File: config.mk
export PLATFORM = sky130hd
export DESIGN_NAME = uart_fifo_pair
export DESIGN_NICKNAME = d
export VERILOG_FILES = /design/src/rtl/uart_fifo_pkg.sv /design/src/rtl/fifo_ctl_reg.sv /design/src/rtl/byte_fifo.sv /design/src/rtl/uart_fifo_pair.sv
export SDC_FILE = /design/constraint.sdc
export NUM_CORES = 1
export LEC_CHECK = 0
export ABC_AREA = 1
export BUFFER_PORTS_ARGS = -buffer_cell sky130_fd_sc_hd__clkbuf_2
export CAP_MARGIN = 20
export CORE_MARGIN = 10
export CORE_UTILIZATION = 40
export CTS_CLUSTER_DIAMETER = 120
export DETAILED_ROUTE_END_ITERATION = 12
export GPL_TIMING_DRIVEN = 0
export PLACE_DENSITY = 0.6
export SYNTH_ARGS = -nofsm -noshare
export SYNTH_HDL_FRONTEND = slang
export SYNTH_SLANG_ARGS = --single-unit
File: constraint.sdc
create_clock -name clk -period 6.96 [get_ports clk]
set_input_delay 0.696 -clock clk [delete_from_list [all_inputs] [get_ports clk]]
set_output_delay 0.696 -clock clk [all_outputs]
set_load 0.005 [all_outputs]
File: src/rtl/uart_fifo_pkg.sv
package uart_fifo_pkg;
    localparam int BYTE_W       = 8;
    localparam int FIELD_W      = 6;
    localparam int CTL_W        = 16;
    localparam int STAT_W       = 32;
    localparam int CTL_EN_BIT    = 0;
    localparam int CTL_FLUSH_BIT = 1;
    localparam int CTL_TRIG_LSB  = 8;
    localparam int ST_RXLVL_LSB  = 0;
    localparam int ST_TXLVL_LSB  = 8;
    localparam int ST_TXFREE_LSB = 24;

    typedef enum logic [1:0] {
        FS_OFF   = 2'd0,
        FS_EMPTY = 2'd1,
        FS_PART  = 2'd2,
        FS_FULL  = 2'd3
    } fifo_state_e;
endpackage

File: src/rtl/fifo_ctl_reg.sv
module fifo_ctl_reg
    import uart_fifo_pkg::*;
#(
    parameter int FW = FIELD_W,
    parameter int CW = CTL_W
) (
    input  logic          clk,
    input  logic          rst_n,
    input  logic          we,
    input  logic [CW-1:0] wdata,
    output logic          en_q,
    output logic [FW-1:0] trig_q,
    output logic          flush,
    output logic [CW-1:0] rdback
);
    logic unused_ctl_bits;
    assign unused_ctl_bits = ^wdata;

    always_ff @(posedge clk or negedge rst_n) begin
        if (!rst_n) begin
            en_q   <= 1'b0;
            trig_q <= '0;
        end else if (we) begin
            en_q   <= wdata[CTL_EN_BIT];
            trig_q <= wdata[CTL_TRIG_LSB +: FW];
        end
    end

    assign flush = we & wdata[CTL_FLUSH_BIT];

    always_comb begin
        rdback = '0;
        rdback[CTL_EN_BIT] = en_q;
        rdback[CTL_TRIG_LSB +: FW] = trig_q;
    end

    // the flush command bit never appears in the readback
    a_r4_flush_reads_zero: assert property (@(posedge clk) disable iff (!rst_n)
        we |=> (rdback[CTL_FLUSH_BIT] == 1'b0));
endmodule

File: src/rtl/byte_fifo.sv
module byte_fifo
    import uart_fifo_pkg::*;
#(
    parameter int DEPTH = 16,
    parameter int DW    = BYTE_W,
    parameter int LW    = FIELD_W
) (
    input  logic          clk,
    input  logic          rst_n,
    input  logic          en,
    input  logic          flush,
    input  logic          push,
    input  logic [DW-1:0] push_data,
    input  logic          pop,
    output logic [DW-1:0] head,
    output logic [LW-1:0] level
);
    localparam int AW = $clog2(DEPTH);
    localparam logic [LW-1:0] FULL_CNT = LW'(DEPTH);
    localparam logic [AW-1:0] LAST_IDX = AW'(DEPTH - 1);

    fifo_state_e   st, st_nx;
    logic [DW-1:0] mem [DEPTH];
    logic [AW-1:0] wp, rp;
    logic [LW-1:0] cnt;
    logic          do_push, do_pop;

    assign do_pop  = en & ~flush & pop & (cnt != '0);
    assign do_push = en & ~flush & push & ((cnt != FULL_CNT) | do_pop);

    always_comb begin
        st_nx = st;
        if (!en) begin
            st_nx = FS_OFF;
        end else if (flush) begin
            st_nx = FS_EMPTY;
        end else begin
            unique case (st)
                FS_OFF:   st_nx = do_push ? FS_PART : FS_EMPTY;
                FS_EMPTY: st_nx = do_push ? FS_PART : FS_EMPTY;
                FS_PART: begin
                    if (do_push && !do_pop && cnt == FULL_CNT - 1'b1)
                        st_nx = FS_FULL;
                    else if (do_pop && !do_push && cnt == LW'(1))
                        st_nx = FS_EMPTY;
                    else
                        st_nx = FS_PART;
                end
                FS_FULL:  st_nx = (do_pop && !do_push) ? FS_PART : FS_FULL;
            endcase
        end
    end

    always_ff @(posedge clk or negedge rst_n) begin
        if (!rst_n) st <= FS_OFF;
        else        st <= st_nx;
    end

    always_ff @(posedge clk or negedge rst_n) begin
        if (!rst_n) begin
            cnt <= '0;
            wp  <= '0;
            rp  <= '0;
        end else if (!en || flush) begin
            cnt <= '0;
            wp  <= '0;
            rp  <= '0;
        end else begin
            cnt <= cnt + LW'(do_push) - LW'(do_pop);
            if (do_push) wp <= (wp == LAST_IDX) ? '0 : wp + 1'b1;
            if (do_pop)  rp <= (rp == LAST_IDX) ? '0 : rp + 1'b1;
        end
    end

    always_ff @(posedge clk) begin
        if (do_push) mem[wp] <= push_data;
    end

    always_comb begin
        level = '0;
        head  = '0;
        unique case (st)
            FS_OFF:   level = '0;
            FS_EMPTY: level = '0;
            FS_PART:  level = cnt;
            FS_FULL:  level = FULL_CNT;
        endcase
        if (!en) level = '0;
        if (level != '0) head = mem[rp];
    end

    // the entry count never exceeds the depth
    a_r1_count_bound: assert property (@(posedge clk) disable iff (!rst_n)
        cnt <= FULL_CNT);
    // the state register agrees with the counter
    a_r11_state_matches_count: assert property (@(posedge clk) disable iff (!rst_n)
        ((st == FS_FULL) |-> (cnt == FULL_CNT)) and ((st == FS_EMPTY) |-> (cnt == '0)));
    // a disabled queue is emptied and parked in OFF
    a_r10_disable_clears: assert property (@(posedge clk) disable iff (!rst_n)
        !en |=> (st == FS_OFF && cnt == '0));
    // a flush on an enabled queue leaves it empty
    a_r4_flush_empties: assert property (@(posedge clk) disable iff (!rst_n)
        (flush && en) |=> (cnt == '0));
endmodule

File: src/rtl/uart_fifo_pair.sv
module uart_fifo_pair
    import uart_fifo_pkg::*;
#(
    parameter int DEPTH = 16
) (
    input  logic                 clk,
    input  logic                 rst_n,
    input  logic                 tx_ctl_we,
    input  logic                 rx_ctl_we,
    input  logic [CTL_W-1:0]     ctl_wdata,
    output logic [CTL_W-1:0]     tx_ctl_q,
    output logic [CTL_W-1:0]     rx_ctl_q,
    input  logic                 tx_wr,
    input  logic [BYTE_W-1:0]    tx_wbyte,
    input  logic                 tx_take,
    output logic [BYTE_W-1:0]    tx_byte,
    output logic                 tx_empty,
    input  logic                 rx_put,
    input  logic [BYTE_W-1:0]    rx_pbyte,
    input  logic                 rx_rd,
    output logic [BYTE_W-1:0]    rx_byte,
    output logic [STAT_W-1:0]    fifo_status,
    output logic                 tx_req,
    output logic                 rx_req,
    output logic                 rx_overrun
);
    localparam logic [FIELD_W-1:0] FULL_LVL = FIELD_W'(DEPTH);

    logic               tx_en, rx_en, tx_flush, rx_flush;
    logic [FIELD_W-1:0] tx_trig, rx_trig, tx_level, rx_level, tx_free;
    logic               rx_lost, ovr_q;

    fifo_ctl_reg #(.FW(FIELD_W), .CW(CTL_W)) u_tx_ctl (
        .clk(clk), .rst_n(rst_n), .we(tx_ctl_we), .wdata(ctl_wdata),
        .en_q(tx_en), .trig_q(tx_trig), .flush(tx_flush), .rdback(tx_ctl_q)
    );

    fifo_ctl_reg #(.FW(FIELD_W), .CW(CTL_W)) u_rx_ctl (
        .clk(clk), .rst_n(rst_n), .we(rx_ctl_we), .wdata(ctl_wdata),
        .en_q(rx_en), .trig_q(rx_trig), .flush(rx_flush), .rdback(rx_ctl_q)
    );

    byte_fifo #(.DEPTH(DEPTH), .DW(BYTE_W), .LW(FIELD_W)) u_tx_q (
        .clk(clk), .rst_n(rst_n), .en(tx_en), .flush(tx_flush),
        .push(tx_wr), .push_data(tx_wbyte), .pop(tx_take),
        .head(tx_byte), .level(tx_level)
    );

    byte_fifo #(.DEPTH(DEPTH), .DW(BYTE_W), .LW(FIELD_W)) u_rx_q (
        .clk(clk), .rst_n(rst_n), .en(rx_en), .flush(rx_flush),
        .push(rx_put), .push_data(rx_pbyte), .pop(rx_rd),
        .head(rx_byte), .level(rx_level)
    );

    assign tx_free = tx_en ? (FULL_LVL - tx_level) : '0;

    always_comb begin
        fifo_status = '0;
        fifo_status[ST_RXLVL_LSB  +: FIELD_W] = rx_level;
        fifo_status[ST_TXLVL_LSB  +: FIELD_W] = tx_level;
        fifo_status[ST_TXFREE_LSB +: FIELD_W] = tx_free;
    end

    assign rx_lost = rx_put & rx_en & ~rx_flush & ~rx_rd & (rx_level == FULL_LVL);

    always_ff @(posedge clk or negedge rst_n) begin
        if (!rst_n) ovr_q <= 1'b0;
        else        ovr_q <= rx_lost;
    end

    assign rx_overrun = ovr_q;
    assign rx_req     = rx_en & (rx_level >= rx_trig);
    assign tx_req     = tx_en & (tx_level <= tx_trig);
    assign tx_empty   = (tx_level == '0);

    // an overrun pulse follows only a cycle in which the receive queue was full
    a_r7_overrun_only_when_full: assert property (@(posedge clk) disable iff (!rst_n)
        rx_overrun |-> ($past(rx_level) == FULL_LVL));
    // free space plus fill level covers the whole depth while enabled
    a_r6_free_plus_level: assert property (@(posedge clk) disable iff (!rst_n)
        tx_en |-> ((tx_free + tx_level) == FULL_LVL));
    // a disabled queue keeps its request low
    a_r10_disabled_no_req: assert property (@(posedge clk) disable iff (!rst_n)
        (!rx_en |-> !rx_req) and (!tx_en |-> !tx_req));
endmodule

==> impl_metrics.csv, run 1 <==
group,metric,value,unit
outcome,status,"finished, final reports clean",
global_route,grt_usage,16.3,%
clocking,clkSinkCount,303,
logic_synthesis,mappedNetlistArea,0.0140,sq mm
clocking,cts_tree,"yes",
global_route,grt_pass1_vias,9712,
power,powerDensity,267,mW/mm^2
logic_synthesis,synthDistinctLibCells,43,
critical_path,arrival,2460,ps
final_layout,final_area,0.0162,sq mm
clocking,cts-resized-gates,0,
final_layout,fillers,3286,
floorplan,core.rowCount,68,
sta,fmax,317,MHz
sta,rsz0062_at_grt,"false",
routing,vias,9862,
critical_path,worstSetupPathType,"flop to output port",
logic_synthesis,synthTopCellsByCount,"nand2_1 (350), edfxtp_1 (256), nand3_1 (169), nor2_1 (105), inv_1 (76)",
critical_path,slowest_delay,350,ps
logic_synthesis,synth_edf_count,256,
logic_synthesis,synth_top_area_share,54.8,%
clocking,path_clk_slew,60,ps
critical_path,crit_required,6260,ps
logic_synthesis,syn_avg_cell_area,10.5,sq um
clocking,htree_levels,2,
clocking,worstSkewPairLatency,520,ps
logic_synthesis,synthArstFlopShare,15.5,%
logic_synthesis,yosysMostFrequentCell,"nand2_1",
power,leakage,6.51,nW
global_route,grt_start_max_net_pins,33,
critical_path,path_common_cell,"nor2_1",
placed_design,gp_congestion,0.904,
sta,maxSlewViolCount,0,
routing,routed_wl,36000,um
logic_synthesis,yosys_warnings,0,
routing,viasPerCell,5.02,
logic_synthesis,syn_inst,1331,
sta,min_period_over_period,45.3,%
critical_path,path_max_fanout,8,
clocking,clk_path_buf_depth,3,
routing,post_drt_wl_per_cell,18.3,um
worst_hold_path,hold_class,"primary input to async pin",
placed_design,dpl_cell_area,0.0151,sq mm
clocking,root_buffer,"clkbuf_16",
clocking,cts-buffers-inserted,35,
floorplan,core,0.0345,sq mm
final_layout,multi_input_area,0.00435,sq mm
routing,dr.pass1.iters,6,
routing,drt_iter0_markers,750,
global_route,antenna_found_initial,1,
logic_synthesis,synth_sequential_area_ratio,63.2,%
critical_path,crit_chain,"buf_4 -> nand3_2 -> nor2_1 -> inv_1 -> ha_1 -> nand2_2 -> nor2_4 -> nand2_8 -> nand2_1 -> nor2_1 -> clkbuf_2",
floorplan,pin_count,124,
clocking,post_cts_buffers,0,
sta,hold_viol_final,0,
final_layout,finalNetCount,1568,
sta,final.setup.tns,0,ps
final_layout,diodes,0,
routing,ant_nets,0,
critical_path,setup.worst_path.start_class,"flop",
floorplan,dieArea,0.0429,sq mm
logic_synthesis,ys_seq_elements,303,
final_layout,regArea,0.00886,sq mm
final_layout,area_growth,15.8,%
placed_design,port_buffers,83,
sta,tightest_slew,1040,ps
global_route,overflow,0,
logic_synthesis,yosys.area.top_type,"edfxtp_1",
placed_design,dp_hpwl,25200,um
routing,drc,0,
power,ir_worst_vdd,0.185,mV
floorplan,die_w,207,um
logic_synthesis,synth.area.top_cells,"edfxtp_1 (55%), nand2_1 (9.4%), dfrtp_1 (8.4%), nand3_1 (6.0%), ha_1 (3.8%)",
sta,finalWorstSetupSlack,3810,ps
sta,fin_crit,3150,ps
sta,setup_viol,0,
floorplan,initial_core_util,40.6,%
critical_path,cp_slowest_cell,"dfrtp_1",
sta,clock_skew,28.4,ps
critical_path,end_kind,"output port",
floorplan,die_h,207,um
placed_design,dp_slack,3950,ps
sta,timing.slew.headroom,30.6,%
final_layout,layout-drive-gt1-share,17.1,%
clocking,holdBufCountCts,0,
job,max_cap_violations,0,
global_route,grt_pass1_wl,56400,um
logic_synthesis,synthFlopType,"edfxtp_1",
power by group:
| part | internal [W] | total, W | leakage, nW | switching (W) |
|---|---|---|---|---|
| sequential | 0.00201 | 0.00204 | 2.92 | 0.0000293 |
| clock | 0.00101 | 0.00174 | 0.543 | 0.000733 |
| combinational | 0.000191 | 0.000558 | 3.05 | 0.000367 |
| total | 0.00321 | 0.00434 | 6.51 | 0.00113 |
layout make-up:
cell class | count | share of cell area (%)
repair buffers | 84 | 2.68
clock inverters | 19 | 0.971
multi-input cells | 878 | 26.8
plain buffers | 87 | 3.51
clock buffers | 43 | 5.77
well taps | 455 | 3.51
inverters | 94 | 2.17
flip-flops and latches | 303 | 54.6
metal layers:
layer	track usage [%]	up-vias	share of wire, %
met1	20.8	4678	42
met4	6.12	2	3.1
met5	0	-	0.036
li1	-	4802	-
met3	2.71	60	6.4
met2	27.1	320	48
metrics by stage:
step	hold WS (ps)	utilization, %	total power (W)	std cells
2_1_floorplan	400	-	0.00246	1362
3_3_place_gp	546	43.8	0.00262	1900
3_5_place_dp	563	43.8	0.00264	1901
4_1_cts	135	47.0	0.00438	1963
5_1_grt	137	47.0	0.00455	1963
6_report	127	47.0	0.00434	1963
sequential cells by signal (all words and copies together), names as in the netlist:
signal	count
u_tx_ctl.trig_q	6
u_rx_ctl.en_q	1
u_rx_q.st	2
u_tx_ctl.en_q	1
u_tx_q.cnt	6
u_rx_q.cnt	6
u_tx_q.rp	4
u_rx_q.wp	4
u_rx_ctl.trig_q	6
u_tx_q.mem	128
rx_overrun	1
u_tx_q.st	2
u_rx_q.mem	128
u_tx_q.wp	4
u_rx_q.rp	4
logic make-up after synthesis:
kind of cell	count (synthesis)	share of synthesized area (%)
simple gates	669	20.6
mux	2	0.161
flops	303	63.2
compound gates	129	5.24
xor+xnor	1	0.0625
fa+ha+maj	45	4.12
buf+inv	181	6.59
other cells	1	0.0268
final timing paths:
| check | start | end | slack, ps | depth (start not counted) |
|---|---|---|---|---|
| max | u_tx_ctl.en_q$_DFFE_PN0P_ | tx_byte[4] | 3810 | 11 |
| min | rst_n | u_rx_ctl.trig_q[2]$_DFFE_PN0P_ | 130 | 1 |
| max reg2reg | u_tx_q.cnt[3]$_DFF_PN0_ | u_tx_q.cnt[4]$_DFF_PN0_ | 4200 | 15 |
| min reg2reg | u_tx_ctl.trig_q[2]$_DFFE_PN0P_ | u_tx_ctl.trig_q[2]$_DFFE_PN0P_ | 570 | 2 |
| max in group asynchronous | rst_n | u_tx_q.wp[2]$_DFFE_PN0P_ | 6280 | 2 |
| min in group clk | ctl_wdata[10] | u_tx_ctl.trig_q[2]$_DFFE_PN0P_ | 410 | 3 |
layout by cell type (no fill, tap or decap), drive strengths merged, types with 2 or more instances in the layout:
cell,netlist,final
a211oi,2,2
a21o,2,2
a21oi,50,50
a22oi,6,6
a31oi,9,9
buf,75,76
clkbuf,12,138
clkinv,2,18
conb,1,32
dfrtp,47,47
edfxtp,256,256
fa,2,2
ha,43,43
inv,92,93
mux2,2,2
nand2,363,363
nand3,172,172
nand3b,2,2
nand4,9,9
nor2,114,114
nor3,8,8
o211ai,7,7
o21ai,48,48
worst max-delay path: cells and delay by family, from the launching register on:
| kind | cells | cell delay [ps] |
|---|---|---|
| buffers and inverters | 3 | 430 |
| and+or+nand+nor | 7 | 880 |
| adders and majority gates | 1 | 250 |
| DFF | 1 | 350 |
Power figures use the tool's default switching activity.
==> inputs of run 2 (changes only) <==
Settings changed: ABC_AREA 1 to 0.
Clock period 6.96 ns to 3 ns, I/O delays scaled along.
==> run 2 against run 1 <==
Net effect: synthesized area down 3.5%; sequential share of layout area is 1.4 points higher; clock-buffer cell count stayed put; worst hold slack lost 99 ps; setup slack got worse by 3700 ps.
==> impl_metrics.csv, run 2 <==
group,metric,value,unit
outcome,status,"finished, final reports clean",
clocking,cts-buffers-inserted,34,
global_route,grt_pass1_wl,45300,um
final_layout,diodes,0,
power,p_total,0.0102,W
logic_synthesis,yosysMostFrequentCell,"edfxtp_1",
floorplan,core.rowCount,67,
worst_hold_path,hold_class,"primary input to flop",
clocking,path_clk_slew,60,ps
final_layout,layout-drive-gt1-share,29.0,%
sta,timing.slew.headroom,46.2,%
routing,viasPerCell,5.00,
sta,tightest_slew,805,ps
logic_synthesis,synthArstFlopShare,15.5,%
critical_path,worstSetupPathType,"flop to output port",
logic_synthesis,yosys.area.top_type,"edfxtp_1",
logic_synthesis,synth_edf_count,256,
placed_design,dp_hpwl,19900,um
logic_synthesis,synth_top_family_by_area,"multiplexers",
logic_synthesis,synth_top_area_share,56.8,%
clocking,worstSkewPairLatency,520,ps
logic_synthesis,synth_xor_area_share,0.842,%
sta,maxSlewViolCount,0,
logic_synthesis,synth_sequential_area_ratio,65.5,%
logic_synthesis,synth_mux_area_share,12.1,%
floorplan,pin_count,124,
sta,fin_crit,2860,ps
critical_path,crit_required,2700,ps
final_layout,final_area,0.0158,sq mm
sta,setup_viol,0,
logic_synthesis,synthFlopType,"edfxtp_1",
critical_path,end_kind,"output port",
logic_synthesis,syn_inst,858,
final_layout,fillers,2884,
sta,min_period_over_period,95.3,%
global_route,grt_start_max_net_pins,26,
logic_synthesis,ys_seq_elements,303,
routing,post_drt_wl_per_cell,19.8,um
logic_synthesis,yosys_warnings,0,
final_layout,area_growth,17.1,%
clocking,clk_path_buf_depth,3,
sta,rsz0062_at_grt,"true",
global_route,grt_pass1_vias,7649,
global_route,antenna_found_initial,0,
logic_synthesis,synth-compound-area-share,5.51,%
global_route,grt_usage,14.0,%
routing,ant_nets,0,
logic_synthesis,synthDistinctLibCells,59,
logic_synthesis,synthTopCellsByCount,"edfxtp_1 (256), mux4_2 (64), nand2_1 (53), dfrtp_1 (47), nor2_1 (46)",
sta,hold_viol_final,0,
sta,fmax,350,MHz
power,powerDensity,645,mW/mm^2
logic_synthesis,synthAdderAreaFrac,4.27,%
job,max_cap_violations,0,
global_route,overflow,0,
routing,vias,7429,
placed_design,gp_congestion,0.787,
floorplan,die_w,204,um
power,ir_worst_vdd,0.475,mV
floorplan,initial_core_util,40.5,%
clocking,clkSinkCount,303,
sta,hold_slack,27.3,ps
routing,drc,0,
routing,dr.pass1.iters,5,
clocking,cts_tree,"yes",
power,leakage,5.79,nW
clocking,htree_levels,2,
placed_design,port_buffers,82,
logic_synthesis,syn_avg_cell_area,15.8,sq um
floorplan,die_h,204,um
routing,drt_iter0_markers,460,
critical_path,setup.worst_path.start_class,"flop",
critical_path,path_max_fanout,10,
final_layout,finalNetCount,1099,
final_layout,layout_common_cells,"edfxtp_1 (256), clkbuf_2 (83), mux4_2 (64), nand2_1 (51), buf_4 (45)",
logic_synthesis,synth.area.top_cells,"edfxtp_1 (57%), mux4_2 (11%), dfrtp_1 (8.7%), ha_1 (4.0%), buf_4 (2.2%)",
routing,routed_wl,29400,um
floorplan,dieArea,0.0416,sq mm
final_layout,final_common_cell,"edfxtp_1",
placed_design,dpl_cell_area,0.0147,sq mm
clocking,root_buffer,"clkbuf_16",
logic_synthesis,yosys.area_share.simple,6.92,%
final_layout,reg.largest.list,"u_rx_q.mem x128, u_tx_q.mem x128",
sta,clock_skew,20.3,ps
logic_synthesis,mappedNetlistArea,0.0135,sq mm
floorplan,core,0.0334,sq mm
critical_path,arrival,2560,ps
run 2: cells by family after synthesis:
kind of cell	Yosys count
other	1
muxes	83
buffers and inverters	118
DFF	303
and+or+nand+nor	189
AOI/OAI and AO/OA	106
adders and majority gates	45
xor gates and xnor gates	13
run 2: worst max-delay path: stages (launching register included):
cell and delay [ps]:
dfrtp_1 340, buf_2 240, buf_2 330, clkbuf_4 310
mux4_2 340, mux2i_1 190, a211oi_1 120, clkbuf_2 160
run 2: report_power, final:
part | internal [W] | total, W | switching [W]
registers | 0.00467 | 0.00475 | 0.0000789
clock network | 0.00214 | 0.00378 | 0.00164
logic | 0.000811 | 0.00169 | 0.000882
total | 0.00763 | 0.0102 | 0.00260
run 2: layer usage:
metal  GRT usage (%)  part of all wire [%]  vias to the layer above  routed length, um
met5               0                     0                        -                  0
li1                -                     -                     3526                  -
met3            2.65                   4.5                       34               1310
met1            18.5                    45                     3701              13100
met4            3.60                   1.6                        0                480
met2            23.3                    49                      168              14500
run 2: area by class of cell:
type / count / area [sq um] / area share, %
repair buffers: 93 / 510 / 3.22
multi-input cells: 468 / 4230 / 26.7
clock inverters: 17 / 97.6 / 0.616
flip-flops and latches: 303 / 8870 / 55.9
plain buffers: 72 / 517 / 3.26
inverters: 42 / 158 / 0.995
well taps: 448 / 561 / 3.54
clock buffers: 43 / 905 / 5.71
run 2: path summary, 6_finish.rpt:
| check | from | endpoint | slack, ps | depth (start not counted) |
|---|---|---|---|---|
| setup / recovery | u_rx_q.rp[1]$_DFFE_PN0P_ | rx_byte[2] | 140 | 7 |
| hold / removal | ctl_wdata[11] | u_rx_ctl.trig_q[3]$_DFFE_PN0P_ | 30 | 3 |
| setup reg to reg | u_tx_q.cnt[4]$_DFF_PN0_ | u_tx_q.mem[12][3]$_DFFE_PP_ | 180 | 7 |
| hold reg to reg | u_rx_ctl.trig_q[0]$_DFFE_PN0P_ | u_rx_ctl.trig_q[0]$_DFFE_PN0P_ | 550 | 1 |
| max in group asynchronous | rst_n | u_tx_ctl.en_q$_DFFE_PN0P_ | 2040 | 3 |
| min in group asynchronous | rst_n | u_tx_q.wp[1]$_DFFE_PN0P_ | 360 | 2 |
run 2: timing repair:
action / CTS / global route
endpoints found under the setup margin: 24 / 55
hold buffers: 2 / 0
cloned: 0 / 0
hold endpoints to repair: 24 / 0
pin swaps: 0 / 2
resized for setup: 12 / 38
setup buffers: 0 / 4
run 2: metrics by stage:
stage                     instances  setup TNS [ps]  utilization [%]  worst slack (ps)
after detailed placement       1424            -738             43.9              -387
final                          1486               0             47.4               140
after floorplan                 889               0                -               218
after CTS                      1483               0             47.0              1.48
after global placement         1419           -5240             43.7              -396
after global routing           1486           -14.7             47.4             -14.7
